File: config.mk
export PLATFORM = sky130hd
export DESIGN_NAME = cap_reload_timer
export DESIGN_NICKNAME = d
export VERILOG_FILES = /design/src/rtl/crt_pkg.sv /design/src/rtl/crt_edge_sync.sv /design/src/rtl/crt_step_gen.sv /design/src/rtl/crt_counter.sv /design/src/rtl/cap_reload_timer.sv
export SDC_FILE = /design/constraint.sdc
export NUM_CORES = 1
export LEC_CHECK = 0
export ABC_AREA = 1
export BUFFER_PORTS_ARGS = -buffer_cell sky130_fd_sc_hd__buf_4
export CORE_ASPECT_RATIO = 2
export CORE_MARGIN = 3
export CORE_UTILIZATION = 40
export DETAILED_ROUTE_END_ITERATION = 10
export GPL_ROUTABILITY_DRIVEN = 0
export HOLD_SLACK_MARGIN = 0.03
export PLACE_DENSITY_LB_ADDON = 0.12
export SLEW_MARGIN = 20
export SYNTH_ARGS = -nofsm -noshare
export SYNTH_HDL_FRONTEND = slang
export SYNTH_SLANG_ARGS = --single-unit
File: constraint.sdc
create_clock -name clk -period 1.5 [get_ports clk]
set_input_delay 0.075 -clock clk [delete_from_list [all_inputs] [get_ports clk]]
set_output_delay 0.075 -clock clk [all_outputs]
set_load 0.03 [all_outputs]
File: src/rtl/crt_pkg.sv
package crt_pkg;
  localparam int BYTE_W    = 8;
  localparam int CTRL_ADDR = 0;
  localparam int CNT_BASE  = 1;

  typedef struct packed {
    logic ovf_flag;   // bit 7
    logic trig_flag;  // bit 6
    logic rx_baud;    // bit 5
    logic tx_baud;    // bit 4
    logic trig_en;    // bit 3
    logic run;        // bit 2
    logic ext_cnt;    // bit 1
    logic cap_sel;    // bit 0
  } ctrl_t;
endpackage

File: src/rtl/crt_edge_sync.sv
module crt_edge_sync #(
  parameter int STAGES = 2
) (
  input  logic clk,
  input  logic rst_n,
  input  logic pin,
  output logic fall
);
  logic [STAGES-1:0] chain;
  logic              prev;

  always_ff @(posedge clk or negedge rst_n) begin
    if (!rst_n) begin
      chain <= '1;
      prev  <= 1'b1;
    end else begin
      chain <= {chain[STAGES-2:0], pin};
      prev  <= chain[STAGES-1];
    end
  end

  assign fall = prev & ~chain[STAGES-1];


  single_fall_chk: assert property (@(posedge clk) disable iff (!rst_n)
    fall |=> !fall);
endmodule

File: src/rtl/crt_step_gen.sv
module crt_step_gen (
  input  logic clk,
  input  logic rst_n,
  input  logic run,
  input  logic baud,
  input  logic ext_cnt,
  input  logic ext_fall,
  output logic step
);
  logic phase;

  always_ff @(posedge clk or negedge rst_n) begin
    if (!rst_n)             phase <= 1'b0;
    else if (run && baud)   phase <= ~phase;
    else                    phase <= 1'b0;
  end

  always_comb begin
    if (!run)         step = 1'b0;
    else if (ext_cnt) step = ext_fall;
    else if (baud)    step = phase;
    else              step = 1'b1;
  end


  half_rate_chk: assert property (@(posedge clk) disable iff (!rst_n)
    (step && baud && !ext_cnt && $past(run && baud && !ext_cnt)) |=> !step);
endmodule

File: src/rtl/crt_counter.sv
module crt_counter #(
  parameter int W         = 16,
  parameter int AW        = 3,
  parameter int CNT_BASE  = 1,
  parameter int HOLD_BASE = 3
) (
  input  logic          clk,
  input  logic          rst_n,
  input  logic          step,
  input  logic          baud,
  input  logic          cap_sel,
  input  logic          trig_hit,
  input  logic          wr,
  input  logic [AW-1:0] addr,
  input  logic [7:0]    wdata,
  output logic [W-1:0]  count,
  output logic [W-1:0]  hold,
  output logic          ovf_evt
);
  localparam int BYTES = W / 8;

  logic [W-1:0] cnt_hw, hold_hw, cnt_nx, hold_nx;
  logic         cnt_wr, hold_wr;

  assign ovf_evt = step && (&count);

  always_comb begin
    cnt_hw  = count;
    hold_hw = hold;
    if (step) begin
      if (ovf_evt) cnt_hw = (baud || !cap_sel) ? hold : '0;
      else         cnt_hw = count + 1'b1;
    end
    if (trig_hit) begin
      if (cap_sel) hold_hw = count;
      else         cnt_hw  = hold;
    end
  end

  logic [BYTES-1:0] cnt_lane_wr, hold_lane_wr;

  for (genvar g = 0; g < BYTES; g++) begin : g_lane
    assign cnt_lane_wr[g]  = wr && (addr == AW'(CNT_BASE + g));
    assign hold_lane_wr[g] = wr && (addr == AW'(HOLD_BASE + g));
    assign cnt_nx[g*8 +: 8]  = cnt_lane_wr[g]  ? wdata : cnt_hw[g*8 +: 8];
    assign hold_nx[g*8 +: 8] = hold_lane_wr[g] ? wdata : hold_hw[g*8 +: 8];
  end

  assign cnt_wr  = |cnt_lane_wr;
  assign hold_wr = |hold_lane_wr;

  always_ff @(posedge clk or negedge rst_n) begin
    if (!rst_n) begin
      count <= '0;
      hold  <= '0;
    end else begin
      count <= cnt_nx;
      hold  <= hold_nx;
    end
  end


  idle_hold_chk: assert property (@(posedge clk) disable iff (!rst_n)
    (!step && !trig_hit && !cnt_wr) |=> $stable(count));


  baud_reload_chk: assert property (@(posedge clk) disable iff (!rst_n)
    (ovf_evt && baud && !trig_hit && !cnt_wr && !hold_wr) |=> (count == $past(hold)));
endmodule

File: src/rtl/cap_reload_timer.sv
module cap_reload_timer (
  input  logic       clk,
  input  logic       rst_n,
  input  logic       bus_wr,
  input  logic [2:0] bus_addr,
  input  logic [7:0] bus_wdata,
  output logic [7:0] bus_rdata,
  input  logic       cnt_pin,
  input  logic       trig_pin,
  output logic       irq,
  output logic       tx_tick,
  output logic       rx_tick
);
  import crt_pkg::*;

  localparam int W         = 16;
  localparam int AW        = 3;
  localparam int SYNC      = 2;
  localparam int BYTES     = W / BYTE_W;
  localparam int HOLD_BASE = CNT_BASE + BYTES;

  ctrl_t        ctl;
  logic         ctl_wr, baud, step, ovf_evt, trig_hit;
  logic         cnt_fall, trig_fall;
  logic [W-1:0] count, hold;

  assign ctl_wr   = bus_wr && (bus_addr == AW'(CTRL_ADDR));
  assign baud     = ctl.tx_baud | ctl.rx_baud;
  assign trig_hit = trig_fall && ctl.trig_en && !baud;

  crt_edge_sync #(.STAGES(SYNC)) u_cnt_sync (
    .clk(clk), .rst_n(rst_n), .pin(cnt_pin), .fall(cnt_fall));

  crt_edge_sync #(.STAGES(SYNC)) u_trig_sync (
    .clk(clk), .rst_n(rst_n), .pin(trig_pin), .fall(trig_fall));

  crt_step_gen u_step (
    .clk(clk), .rst_n(rst_n), .run(ctl.run), .baud(baud),
    .ext_cnt(ctl.ext_cnt), .ext_fall(cnt_fall), .step(step));

  crt_counter #(.W(W), .AW(AW), .CNT_BASE(CNT_BASE), .HOLD_BASE(HOLD_BASE)) u_cnt (
    .clk(clk), .rst_n(rst_n), .step(step), .baud(baud), .cap_sel(ctl.cap_sel),
    .trig_hit(trig_hit), .wr(bus_wr), .addr(bus_addr), .wdata(bus_wdata),
    .count(count), .hold(hold), .ovf_evt(ovf_evt));

  always_ff @(posedge clk or negedge rst_n) begin
    if (!rst_n) begin
      ctl     <= '0;
      tx_tick <= 1'b0;
      rx_tick <= 1'b0;
    end else begin
      if (ctl_wr) begin
        ctl.cap_sel <= bus_wdata[0];
        ctl.ext_cnt <= bus_wdata[1];
        ctl.run     <= bus_wdata[2];
        ctl.trig_en <= bus_wdata[3];
        ctl.tx_baud <= bus_wdata[4];
        ctl.rx_baud <= bus_wdata[5];
      end
      ctl.trig_flag <= (ctl.trig_flag & ~(ctl_wr & bus_wdata[6])) | trig_hit;
      ctl.ovf_flag  <= (ctl.ovf_flag  & ~(ctl_wr & bus_wdata[7])) | (ovf_evt & ~baud);
      tx_tick <= ovf_evt & ctl.tx_baud;
      rx_tick <= ovf_evt & ctl.rx_baud;
    end
  end

  assign irq = ctl.ovf_flag | ctl.trig_flag;

  always_comb begin
    bus_rdata = '0;
    if (bus_addr == AW'(CTRL_ADDR)) bus_rdata = ctl;
    for (int i = 0; i < BYTES; i++) begin
      if (bus_addr == AW'(CNT_BASE + i))  bus_rdata = count[i*8 +: 8];
      if (bus_addr == AW'(HOLD_BASE + i)) bus_rdata = hold[i*8 +: 8];
    end
  end


  no_baud_ovf_chk: assert property (@(posedge clk) disable iff (!rst_n)
    $rose(ctl.ovf_flag) |-> $past(ovf_evt && !baud));


  trig_cause_chk: assert property (@(posedge clk) disable iff (!rst_n)
    $rose(ctl.trig_flag) |-> $past(trig_fall && ctl.trig_en));


  tx_tick_sel_chk: assert property (@(posedge clk) disable iff (!rst_n)
    tx_tick |-> $past(ctl.tx_baud && ovf_evt));


  rx_tick_pulse_chk: assert property (@(posedge clk) disable iff (!rst_n)
    rx_tick |=> !rx_tick);
endmodule

Word-level counts from Yosys, hierarchy flattened
Cells that the tools add are included.
- $add $sub $neg: 1
- equality and inequality tests: 4
- mux-type cells: 20
- reduce and logical (&&, ||, !) cells: 20
- bitwise operators: 19
- operators with widths (kind ; number):
    two-way mux 16 bit ; 7
    two-way mux 8 bit ; 9
    adder 16 x 1 -> 16 bit, second input constant ; 1
    AND reduction 16 bit ; 1
    bitwise AND 1 bit ; 9
    logical AND 1 bit ; 9
    nonzero test 2 bit ; 4
    equality test 3 x 2 -> 1 bit, second input constant ; 2
    inverter 1 bit ; 6
    two-way mux 1 bit ; 4
    bitwise OR 1 bit ; 4
    AND reduction 2 bit ; 2
    equality test 3 x 1 -> 1 bit, second input constant ; 1
    equality test 3 bit, second input constant ; 1
    logical NOT 3 bit ; 1
    logical NOT 1 bit ; 2
    logical OR 1 bit ; 1
- logic and storage cells: 82
- register bits after elaboration: 49

Logic depth before layout (Yosys ltp)
Gate-level depths: netlist (run 1).
- depth in word-level cells: 10
- depth in mapped cells: 13
- mapped depth without buffers: 12

By module
Synthesis (run 1) repeated with hierarchy kept, for this count alone.
- cell total of the unflattened synthesis: 494
- area, all modules: 3339.5 um^2
- modules (own cells, without submodules) (module ; instances ; cells an instance ; area each (um^2)):
    crt_counter ; 1 ; 344 ; 2333.5
    cap_reload_timer ; 1 ; 130 ; 769.5
    crt_edge_sync ; 2 ; 5 ; 88.8
    crt_step_gen ; 1 ; 10 ; 58.8

Worst setup path after synthesis (run 1)
No wires, ideal clock.
- path kind: register to register
- start point: reg u_cnt.count[1]
- end point: reg u_cnt.count[7]
- cell stages (with the launch flop): 13
- required time: 1.384 ns
- slack: -0.047 ns
- period minus slack after synthesis: 1.547 ns
- arrival: 1.430 ns
- cell sequence: dfrtp_1 -> ha_1 -> nand2_1 -> nor2_2 -> nand2_4 -> nor2_8 -> nand2_2 -> nand2_1 -> nand2_1 -> nand2_1 -> nand2_1 -> nand2_1 -> nand2_1
- cells in the longest elaborated chain, start to end: 7
- elaborated cells on any way between the ends: 8
- ends and longest elaborated chain (what ; line ; source):
    start: declaration ; crt_counter.sv:16 ; output logic [W-1:0] count,
    start signal: assignment ; crt_counter.sv:57 ; count <= cnt_nx;
    parallel branches: the longest is 2 deep, another holds adder 16 x 1 -> 16 bit ; -- ;
    two-way mux 16 bit * ; crt_counter.sv:31 ; if (ovf_evt) cnt_hw = (baud || !cap_sel) ? hold : '0;
    two-way mux 16 bit * ; crt_counter.sv:30 ; if (step) begin
    two-way mux 16 bit ; crt_counter.sv:35 ; if (cap_sel) hold_hw = count;
    two-way mux 16 bit * ; crt_counter.sv:34 ; if (trig_hit) begin
    two-way mux 8 bit * ; crt_counter.sv:45 ; assign cnt_nx[g*8 +: 8] = cnt_lane_wr[g] ? wdata : cnt_hw[g*8 +: 8];
    named net u_cnt.cnt_nx[7] ; crt_counter.sv:22 ; logic [W-1:0] cnt_hw, hold_hw, cnt_nx, hold_nx;
Mark *: on every way through the listed nets, which the timed path passes.
A chain may end at the register's enable or synchronous reset.

Worst setup path after layout (run 1)
- start point: reg u_cnt.count[0]
- end point: reg u_cnt.count[3]
Same word-level chain as after synthesis.

==> summary.txt, run 1 <==
Outcome
  • Status: finished with violations
  • Violated checks: negative setup slack

Placement
  • Inst Count DP: 688
  • Detail Placement HPWL: 9990 um
  • Worst slack, placed: -0.1779 ns
  • Port Buffer Count: 26
  • DP Area: 0.004239 mm2

STA
  • Rel. slew slack: 65.49%
  • RSZ-0062 raised after global routing: true
  • Worst clock skew: 0.004210 ns
  • Fin crit period: 1.654 ns
  • Fmax: 604.8 MHz
  • Tcrit/Tclk final: 110.2%
  • Hold_ws: 0.05661 ns
  • Setup TNS: -1.427 ns
  • # setup viols final: 21
  • Worst-Margin Slew: 0.5171 ns
  • Slew Limit Fails: 0
  • Final-report hold violation count: 0
  • Post-route setup slack: -0.1535 ns

Detailed routing
  • # DRC: 0
  • Vias per cell: 5.476
  • Wire per inst: 19.24 um
  • 1st-pass router iterations: 5
  • Antenna viol nets, final: 0
  • 1st-iter DRT viols: 298
  • DR vias: 4047
  • DRT Wirelength: 14220 um

Clocking
  • CTS Buf Count: 5
  • Clock Sinks: 49
  • Longest Clk Path Bufs: 2
  • Root buf cell: clkbuf_16
  • CTS tree: done
  • H-tree levels: 2
  • Clk_lat worst skew: 0.30 ns
  • Clk slew on worst S/H paths: 0.07 ns

Finish
  • Post-layout net count: 657
  • Final core utilization: 62.84%
  • Area Growth Syn to Fin: 52.23%
  • Final antenna diode count: 0
  • Post-Layout Inst Area: 0.005248 mm2
  • Final cell count without fillers: 739
  • Share of layout cells above drive strength 1: 38.07%
  • Fillers: 744

Hold path
  • Hold wc startpoint: bus_wdata[5]
  • Worst hold path depth: 3
  • Tightest Hold Check Type: in2reg
  • Hold path endpoint: u_cnt.count[13]

Die
  • Die Span X: 71.64 um
  • Top Ports: 27
  • Die Area: 0.009835 mm2
  • Die height: 137.3 um
  • Rows: 47
  • Initial Util: 41.28%
  • CORE AREA: 0.008351 mm2

Worst setup path
  • R2R Setup Slk: -0.15 ns
  • Cells on worst reg2reg path: 12
  • Worst reg2reg path endpoint: u_cnt.count[3]
  • Worst path cell trace: ha_2 -> nand2_2 -> nor2_4 -> nand2_4 -> nor2_8 -> nand2_4 -> nand2_1 -> nand2_1 -> nand2_1 -> nand2_1 -> nand2_1 -> nand2_1
  • Critical Path Most Common Cell: nand2_1
  • Crit path arrival time: 1.83 ns
  • Source of the worst register-to-register timing path: u_cnt.count[0]
  • Critical Path RT: 1.67 ns
  • Kind of critical path: reg2reg
  • Worst stage delay on the critical path: 0.37 ns
  • Startpoint Class: flip-flop
  • Critical Path End Type: flip-flop
  • CP Max Fanout: 7
  • CP max stage cell: dfrtp_1

GRT
  • Total gr overflow: 0
  • Overall Global Routing Usage: 27.91%
  • Initial antenna violation count: 0
  • First-pass GRT wire length: 20320 um
  • Largest net degree at the start of global routing: 29
  • Vias in the first global route: 3986

Pwr
  • Comb pwr share: 53.5%
  • Reg power frac: 28.9%
  • Total net switching power: 3.215 mW
  • Clock Power Share: 17.5%
  • Total power: 7.665 mW
  • PwrDens: 1461 mW/mm2
  • Static leakage power: 2.578 nW
  • Internal: 4.450 mW
  • Switch share: 41.95%
  • VDD IR max: 0.001045 V

Yosys
  • Cell count after synthesis: 508
  • Synth area leaders: dfrtp_1 31%, nand2_1 19%, inv_1 7.9%
  • Syn Area/Cell: 6.786 um2
  • Async set-reset flop share out of synthesis: 100.0%
  • Number of flops mapped to enable cells by yosys: 0
  • Net Count, Synth: 525
  • Biggest area consumer among synthesized cells: dfrtp_1
  • Post-synth top area share: 31.22%
  • Mapped Area: 0.003447 mm2
  • Top-count cell post-synth: nand2_1
  • #FFs+latches synth: 49
  • Post-synth top flop: dfrtp_1
  • Synth top cells by count: 179 x nand2_1, 73 x inv_1, 43 x dfrtp_1
  • Seq/Total Area, Yosys: 35.79%
  • YS warnings: 0
  • Library cells used by synthesis: 38

Job
  • Max-cap viol count: 0
==> flip-flops by register name, summed over array words and instances (netlist names) <==
| register | count |
|---|---|
| u_trig_sync.prev | 1 |
| u_step.phase | 1 |
| tx_tick | 1 |
| u_cnt_sync.chain | 2 |
| u_cnt_sync.prev | 1 |
| u_cnt.count | 16 |
| u_trig_sync.chain | 2 |
| u_cnt.hold | 16 |
| ctl | 8 |
| rx_tick | 1 |
==> cells in the final DEF, fill, tap and decap left out, types with 4 or more instances in the layout <==
master / n
a21oi_1: 16
a21oi_2: 7
a31oi_1: 4
buf_12: 7
buf_4: 89
buf_6: 29
clkbuf_16: 6
dfrtp_1: 40
dfstp_2: 6
dlygate4sd3_1: 9
inv_1: 59
inv_2: 11
inv_4: 6
nand2_1: 167
nand2_2: 18
nand3_1: 18
nand3_2: 11
nor2_1: 22
nor2_2: 7
nor2_4: 12
o211ai_1: 15
o21ai_0: 14
o21ai_1: 18
o22ai_2: 5
xor2_1: 5
==> per-layer routing <==
metal	vias up	GRT usage [%]	routed length (um)
met2	172	50.97	7555
met5	-	0	0
met4	0	21.03	1279
met3	88	3.360	671
met1	1896	28.00	4708
li1	1891	-	-
==> worst max-delay path by stage <==
stage                   startpoint             end  slack (ns)  depth (start not counted)
global route        u_cnt.count[0]  u_cnt.count[3]       -0.22                         12
finish              u_cnt.count[0]  u_cnt.count[3]       -0.15                         12
floorplan           u_cnt.count[1]  u_cnt.count[2]       -0.04                         12
CTS                 u_cnt.count[0]  u_cnt.count[0]       -0.11                         12
global placement    u_cnt.count[0]  u_cnt.count[0]       -0.14                         12
detailed placement  u_cnt.count[0]  u_cnt.count[0]       -0.18                         12
==> kinds of logic after synthesis <==
family                     synth area share [%]
buffers and inverters                     10.96
xor gates and xnor gates                  1.779
DFF                                       35.79
and+or+nand+nor                           35.64
AOI/OAI and AO/OA                         15.46
adders and majority gates                0.3629
==> worst max-delay path: cells and delay by family (launching register included) <==
kind                     cells  cell delay, ns
AND/OR/NAND/NOR             11            0.97
flip-flops                   1            0.37
adder cells (fa/ha/maj)      1            0.20
==> layout make-up <==
| class | count | area [um2] | area share, % |
|---|---|---|---|
| multi-input combinational | 369 | 2126 | 40.51 |
| timing repair buffer | 136 | 1265 | 24.11 |
| sequential | 49 | 1237 | 23.58 |
| inverter | 77 | 310.3 | 5.913 |
| clock buffer | 7 | 142.6 | 2.718 |
| tap | 98 | 122.6 | 2.337 |
| clock inverter | 1 | 30.03 | 0.5722 |
| timing repair inverter | 2 | 13.76 | 0.2623 |
==> power groups by stage <==
stage / logic, mW / clock network (mW) / registers (mW)
after floorplan: 1.77 / 0 / 2.14
after global placement: 3.07 / 0 / 2.18
after detailed placement: 3.10 / 0 / 2.19
after CTS: 3.52 / 1.36 / 2.18
after global routing: 4.43 / 1.42 / 2.26
final: 4.10 / 1.34 / 2.22
==> repair_timing <==
action                                 CTS  global route
resized for setup                       60            89
setup buffers                           14            16
hold buffers                             9             0
gates cloned                             1             5
endpoints found under the hold margin   33             0
setup endpoints to repair               42            43
pin swaps                               21            24
Note: power is estimated with default switching activity, not from simulation.
==> inputs of run 2 (changes only) <==
--- a/config.mk
+++ b/config.mk
@@ -7,11 +7,13 @@
 export LEC_CHECK = 0
 export ABC_AREA = 1
 export BUFFER_PORTS_ARGS = -buffer_cell sky130_fd_sc_hd__buf_4
+export CELL_PAD_IN_SITES_DETAIL_PLACEMENT = 0
+export CELL_PAD_IN_SITES_GLOBAL_PLACEMENT = 1
 export CORE_ASPECT_RATIO = 2
 export CORE_MARGIN = 3
-export CORE_UTILIZATION = 40
+export CORE_UTILIZATION = 39
 export DETAILED_ROUTE_END_ITERATION = 10
-export GPL_ROUTABILITY_DRIVEN = 0
+export GPL_ROUTABILITY_DRIVEN = 1
 export HOLD_SLACK_MARGIN = 0.03
 export PLACE_DENSITY_LB_ADDON = 0.12
 export SLEW_MARGIN = 20
==> summary.txt, run 2 (synthesis gave the netlist of run 1 again) <==
Die
  • Die height: 139.0 um (+1.2%)
  • Die Area: 0.01007 mm2 (+2.4%)
  • Initial Util: 40.71% (-0.57 points)
  • Die Span X: 72.48 um (+1.2%)
  • CORE AREA: 0.008468 mm2 (+1.4%)
  • Rows: 47 (unchanged)
  • Top Ports: 27 (unchanged)

Detailed routing
  • Wire per inst: 18.17 um (-5.5%)
  • DRT Wirelength: 13390 um (-5.8%)
  • Antenna viol nets, final: 0 (unchanged)
  • DR vias: 3857 (-4.7%)
  • 1st-pass router iterations: 4 (-1)
  • # DRC: 0 (unchanged)
  • 1st-iter DRT viols: 239 (-20%)
  • Vias per cell: 5.233 (-4.4%)

Clocking
  • Clk slew on worst S/H paths: 0.07 ns (about the same)
  • H-tree levels: 2 (unchanged)
  • Clock Sinks: 49 (unchanged)
  • CTS Buf Count: 5 (unchanged)
  • Longest Clk Path Bufs: 2 (unchanged)
  • Root buf cell: clkbuf_16
  • Clk_lat worst skew: 0.30 ns (about the same)
  • CTS tree: done

Job
  • Max-cap viol count: 0 (unchanged)

STA
  • # setup viols final: 38 (+81%)
  • Final-report hold violation count: 0 (unchanged)
  • Worst-Margin Slew: 0.6965 ns (+0.1794 ns)
  • Fmax: 607.9 MHz (+0.52%)
  • Fin crit period: 1.645 ns (-0.008598 ns)
  • Tcrit/Tclk final: 109.7% (-0.57 points)
  • Rel. slew slack: 53.56% (-12 points)
  • Post-route setup slack: -0.1449 ns (+0.008598 ns)
  • Slew Limit Fails: 0 (unchanged)
  • RSZ-0062 raised after global routing: true
  • Worst clock skew: 0.005483 ns (+0.001273 ns)

Finish
  • Final antenna diode count: 0 (unchanged)
  • Area Growth Syn to Fin: 50.93%
  • Post-layout net count: 655 (-0.30%)
  • Post-Layout Inst Area: 0.005202 mm2 (-0.86%)
  • Commonest non-fill, non-tap cells in the layout: 170 x nand2_1, 96 x buf_4, 60 x inv_1
  • Final cell count without fillers: 737 (-0.27%)
  • Share of layout cells above drive strength 1: 36.15% (-1.9 points)
  • Largest registers: u_cnt.count x16, u_cnt.hold x16, ctl x8
  • Fillers: 800 (+7.5%)
  • Commonest non-fill, non-tap cell in the layout: nand2_1

GRT
  • Vias in the first global route: 3790 (-4.9%)
  • Overall Global Routing Usage: 26.90% (-1.0 points)
  • Initial antenna violation count: 0 (unchanged)
  • Largest net degree at the start of global routing: 50 (+72%)
  • First-pass GRT wire length: 20180 um (-0.71%)
  • Total gr overflow: 0 (unchanged)

Worst setup path
  • Kind of critical path: reg2reg
  • Worst stage delay on the critical path: 0.44 ns (+0.07 ns)
  • Critical Path Most Common Cell: nor2_4
  • Startpoint Class: flip-flop
  • Critical Path RT: 1.72 ns (+0.05 ns)
  • CP max stage cell: dfrtp_2
  • CP Max Fanout: 10 (+3)
  • Worst path cell trace: nor2_4 -> buf_4 -> nand4_4 -> nor2_4 -> buf_6 -> nor2_4 -> clkinv_1 -> buf_6 -> o211ai_1 -> o21ai_1
  • Crit path arrival time: 1.87 ns (+0.04 ns)
  • Critical Path End Type: flip-flop

Placement
  • Port Buffer Count: 26 (unchanged)
  • Detail Placement HPWL: 9765 um (-2.3%)
  • DP Area: 0.004202 mm2 (-0.89%)
  • Inst Count DP: 683 (-0.73%)
  • Placer Congestion: 0.9286

Pwr
  • PwrDens: 1506 mW/mm2 (+3.1%)
  • VDD IR max: 0.001017 V (-2.7%)
  • Static leakage power: 2.566 nW (-0.45%)

Hold path
  • Tightest Hold Check Type: in2reg

Outcome
  • Status: finished with violations
  • Violated checks: negative setup slack
-- run 2: final timing paths --
kind	startpoint	endpoint	slack, ns	depth (start not counted)
worst max-delay path	ctl[5]	u_cnt.hold[0]	-0.14	10
worst min-delay path	bus_wdata[7]	u_cnt.count[15]	0.05	3
worst max register to register	ctl[5]	u_cnt.hold[0]	-0.14	10
worst min register to register	u_cnt_sync.chain[0]	u_cnt_sync.chain[1]	0.36	0
max in group asynchronous	rst_n	u_cnt.count[4]	0.63	2
min in group asynchronous	rst_n	u_cnt.hold[6]	0.36	2
-- run 2: power by group --
group	total, mW	switching (mW)	internal, mW
registers	2.23	0.449	1.78
logic	4.11	2.15	1.96
clock network	1.51	0.544	0.963
total	7.84	3.14	4.70
-- run 2: what timing repair did --
item	CTS	global route
hold buffers	10	0
endpoints found under the setup margin	41	43
gates cloned	1	2
setup buffers	21	13
resized for setup	68	48
endpoints found under the hold margin	57	0
pin swaps	33	21
-- run 2: per-stage QoR --
| step | power [mW] | setup TNS (ns) | setup WS (ns) | util [%] | hold WS (ns) |
|---|---|---|---|---|---|
| floorplan | 3.913 | -0.2875 | -0.03617 | - | -0.2206 |
| global placement | 5.225 | -1.366 | -0.1185 | 49.62 | 0.1550 |
| detailed placement | 5.251 | -2.583 | -0.1718 | 49.62 | 0.1634 |
| CTS | 7.461 | -2.046 | -0.1194 | 58.23 | 0.04280 |
| global route | 8.326 | -7.160 | -0.2554 | 61.44 | 0.06823 |
| finish | 7.838 | -3.386 | -0.1449 | 61.44 | 0.04726 |
-- run 2: area by class of cell --
| type | count | area [um2] | share of cell area (%) |
|---|---|---|---|
| timing repair buffer | 136 | 1246 | 23.95 |
| inverter | 77 | 304.0 | 5.844 |
| tap | 98 | 122.6 | 2.357 |
| multi-input combinational | 369 | 2095 | 40.26 |
| sequential | 49 | 1241 | 23.86 |
| clock buffer | 5 | 125.1 | 2.405 |
| clock inverter | 3 | 68.82 | 1.323 |
-- run 2: worst max-delay path, delay by kind of cell, from the launching register on --
kind / cells / cell delay (ns)
simple gates: 4 / 0.48
buf+inv: 4 / 0.47
flops: 1 / 0.44
compound gates: 2 / 0.18
-- run 2: metal layers --
metal  GRT usage (%)  wire length, um  vias to the layer above  part of all wire [%]
met3           2.975              574                       62                   4.3
met4           15.76              944                        0                   7.0
li1                -                -                     1880                     -
met5               0                0                        -                     0
met1           29.39             4709                     1782                    35
met2           48.10             7162                      133                    53
==> inputs of run 3 (changes only) <==
--- a/config.mk
+++ b/config.mk
@@ -6,8 +6,9 @@
 export NUM_CORES = 1
 export LEC_CHECK = 0
 export ABC_AREA = 1
+export ABC_CLOCK_PERIOD_IN_PS = 1500
 export BUFFER_PORTS_ARGS = -buffer_cell sky130_fd_sc_hd__buf_4
-export CELL_PAD_IN_SITES_DETAIL_PLACEMENT = 0
+export CELL_PAD_IN_SITES_DETAIL_PLACEMENT = 1
 export CELL_PAD_IN_SITES_GLOBAL_PLACEMENT = 1
 export CORE_ASPECT_RATIO = 2
 export CORE_MARGIN = 3
@@ -16,6 +17,7 @@
 export GPL_ROUTABILITY_DRIVEN = 1
 export HOLD_SLACK_MARGIN = 0.03
 export PLACE_DENSITY_LB_ADDON = 0.12
+export SKIP_LAST_GASP = 1
 export SLEW_MARGIN = 20
 export SYNTH_ARGS = -nofsm -noshare
 export SYNTH_HDL_FRONTEND = slang
==> summary.txt, run 3 (synthesis gave the netlist of run 1 again) <==
GRT
  • Largest net degree at the start of global routing: 50 (unchanged)
  • Overall Global Routing Usage: 32.02% (+5.1 points)
  • Total gr overflow: 0 (unchanged)
  • First-pass GRT wire length: 23990 um (+19%)
  • Vias in the first global route: 4392 (+16%)
  • Initial antenna violation count: 0 (unchanged)

Worst setup path
  • Worst reg2reg path endpoint: u_cnt.count[0]
  • Worst path cell trace: nor2_4 -> buf_6 -> nor3_2 -> nor2_4 -> buf_12 -> nand2_4 -> nand2_2 -> nand2_1 -> nand2_1 -> nand2_1 -> nand2_1 -> nand2_1
  • Kind of critical path: reg2reg
  • Startpoint Class: flip-flop
  • Worst stage delay on the critical path: 0.45 ns (about the same)
  • Source of the worst register-to-register timing path: ctl[5]
  • Critical Path End Type: flip-flop
  • Critical Path Most Common Cell: nand2_1
  • Cells on worst reg2reg path: 12 (+2)
  • R2R Setup Slk: -0.36 ns (-0.22 ns)
  • CP Max Fanout: 7 (-3)
  • Critical Path RT: 1.70 ns (-0.02 ns)
  • Crit path arrival time: 2.06 ns (+0.19 ns)
  • CP max stage cell: dfrtp_2

Finish
  • Share of layout cells above drive strength 1: 37.99% (+1.8 points)
  • Fillers: 1055 (+32%)
  • Commonest non-fill, non-tap cells in the layout: 165 x nand2_1, 93 x buf_4, 59 x inv_1
  • Final antenna diode count: 0 (unchanged)
  • Largest registers: u_cnt.count x16, u_cnt.hold x16, ctl x8
  • Area Growth Syn to Fin: 51.62%
  • Final cell count without fillers: 735 (-0.27%)
  • Commonest non-fill, non-tap cell in the layout: nand2_1
  • Post-layout net count: 653 (-0.31%)

STA
  • Slew Limit Fails: 0 (unchanged)
  • Fin crit period: 1.861 ns (+0.2160 ns)
  • Worst clock skew: 0.006394 ns (+0.0009110 ns)
  • RSZ-0062 raised after global routing: true
  • Post-route setup slack: -0.3609 ns (-0.2160 ns)
  • Worst-Margin Slew: 0.6953 ns (-0.001234 ns)
  • # setup viols final: 42 (+11%)
  • Tcrit/Tclk final: 124.1% (+14 points)
  • Final-report hold violation count: 0 (unchanged)
  • Fmax: 537.4 MHz (-12%)
  • Rel. slew slack: 53.65% (+0.082 points)
  • Hold_ws: 0.04330 ns (-0.003958 ns)

Die
  • Die Span X: 72.48 um (unchanged)
  • Initial Util: 40.71% (unchanged)
  • Die Area: 0.01007 mm2 (unchanged)
  • Rows: 47 (unchanged)
  • CORE AREA: 0.008468 mm2 (unchanged)
  • Die height: 139.0 um (unchanged)
  • Top Ports: 27 (unchanged)

Hold path
  • Hold wc startpoint: bus_wdata[7]
  • Hold path endpoint: u_cnt.count[15]
  • Tightest Hold Check Type: in2reg
  • Worst hold path depth: 3 (unchanged)

Detailed routing
  • DRT Wirelength: 17310 um (+29%)
  • 1st-pass router iterations: 6 (+2)
  • # DRC: 0 (unchanged)
  • Vias per cell: 5.916 (+13%)
  • Antenna viol nets, final: 0 (unchanged)
  • DR vias: 4348 (+13%)
  • 1st-iter DRT viols: 311 (+30%)
  • Wire per inst: 23.55 um (+30%)

Placement
  • Detail Placement HPWL: 10780 um (+10%)
  • Inst Count DP: 683 (unchanged)
  • Port Buffer Count: 26 (unchanged)
  • Placer Congestion: 0.9286 (unchanged)

Outcome
  • Violated checks: negative setup slack
  • Status: finished with violations

Pwr
  • VDD IR max: 0.0008169 V (-20%)
  • PwrDens: 1536 mW/mm2 (+2.0%)
  • Static leakage power: 2.552 nW (-0.56%)

Clocking
  • Root buf cell: clkbuf_16
  • CTS Buf Count: 5 (unchanged)
  • Longest Clk Path Bufs: 2 (unchanged)
  • H-tree levels: 2 (unchanged)
  • CTS tree: done
  • Clock Sinks: 49 (unchanged)
  • Clk_lat worst skew: 0.31 ns (about the same)
  • Clk slew on worst S/H paths: 0.07 ns (about the same)

Job
  • Max-cap viol count: 0 (unchanged)
==> run 3: cell types whose count changed in the layout (fill, tap and decap cells not counted), moves of 2 or more <==
cell and delta:
nand2_1 -5, buf_6 +4, inv_4 +4, nand2_2 +4, nor2_4 +4, buf_4 -3, nor2_1 -3, bufinv_16 -2
clkbuf_16 -2, inv_2 -2, nand3_1 -2, o22ai_4 +2
==> run 3: power breakdown <==
group	internal [mW]	leakage, nW	switching [mW]
sequential	1.77	0.596	0.492
clock	0.629	0.0704	0.588
combinational	1.98	1.89	2.57
==> run 3: timing repair <==
item                                   4_1_cts  5_1_grt
setup endpoints to repair                   41       43
gates resized for setup                     90       58
pin swaps                                   23       23
hold buffers                                 9        0
setup buffers                               22       16
endpoints found under the hold margin       55        0
cloned                                       1        0
==> run 3: per-stage QoR <==
step	TNS, ns	util [%]	instance area (um2)	setup WS, ns	total power, mW
2_1_floorplan	-0.2875	-	3455	-0.03617	3.913
3_3_place_gp	-1.366	49.62	4202	-0.1185	5.225
3_5_place_dp	-3.774	49.62	4202	-0.1979	5.347
4_1_cts	-2.567	58.05	4916	-0.1395	7.310
5_1_grt	-8.575	61.72	5226	-0.4164	8.424
6_report	-5.359	61.72	5226	-0.3609	8.029
==> run 3: worst max-delay path, delay by kind of cell (launching register included) <==
| family | cells | cell delay, ns |
|---|---|---|
| buffers and inverters | 2 | 0.28 |
| and+or+nand+nor | 10 | 1.01 |
| DFF | 1 | 0.45 |
==> run 3: metal layers <==
layer  GRT usage [%]  share of wire [%]  up-vias
met5               0                  0        -
met4           22.76                8.6        0
met3           4.064                3.9      100
li1                -                  -     1888
met1           32.63                 35     2177
met2           57.38                 53      183
==> run 3: worst max path at each step <==
| stage | startpoint | to | cells past startpoint |
|---|---|---|---|
| global placement | u_cnt.count[1] | u_cnt.count[5] | 12 |
| finish | ctl[5] | u_cnt.count[0] | 12 |
| floorplan | u_cnt.count[1] | u_cnt.count[2] | 12 |
| global route | u_cnt.count[0] | u_cnt.count[0] | 12 |
| CTS | u_cnt.count[3] | bus_rdata[3] | 6 |
| detailed placement | u_cnt.count[0] | u_cnt.count[14] | 12 |
==> run 3: area by class of cell <==
class                   count  area [um2]  area share, %
clock inverters             3       25.02         0.4788
clock buffers               5       125.1          2.394
repair buffers            134        1201          22.98
flip-flops and latches     49        1240          23.73
well taps                  98       122.6          2.346
multi-input cells         369        2198          42.06
inverters                  77       314.1          6.009
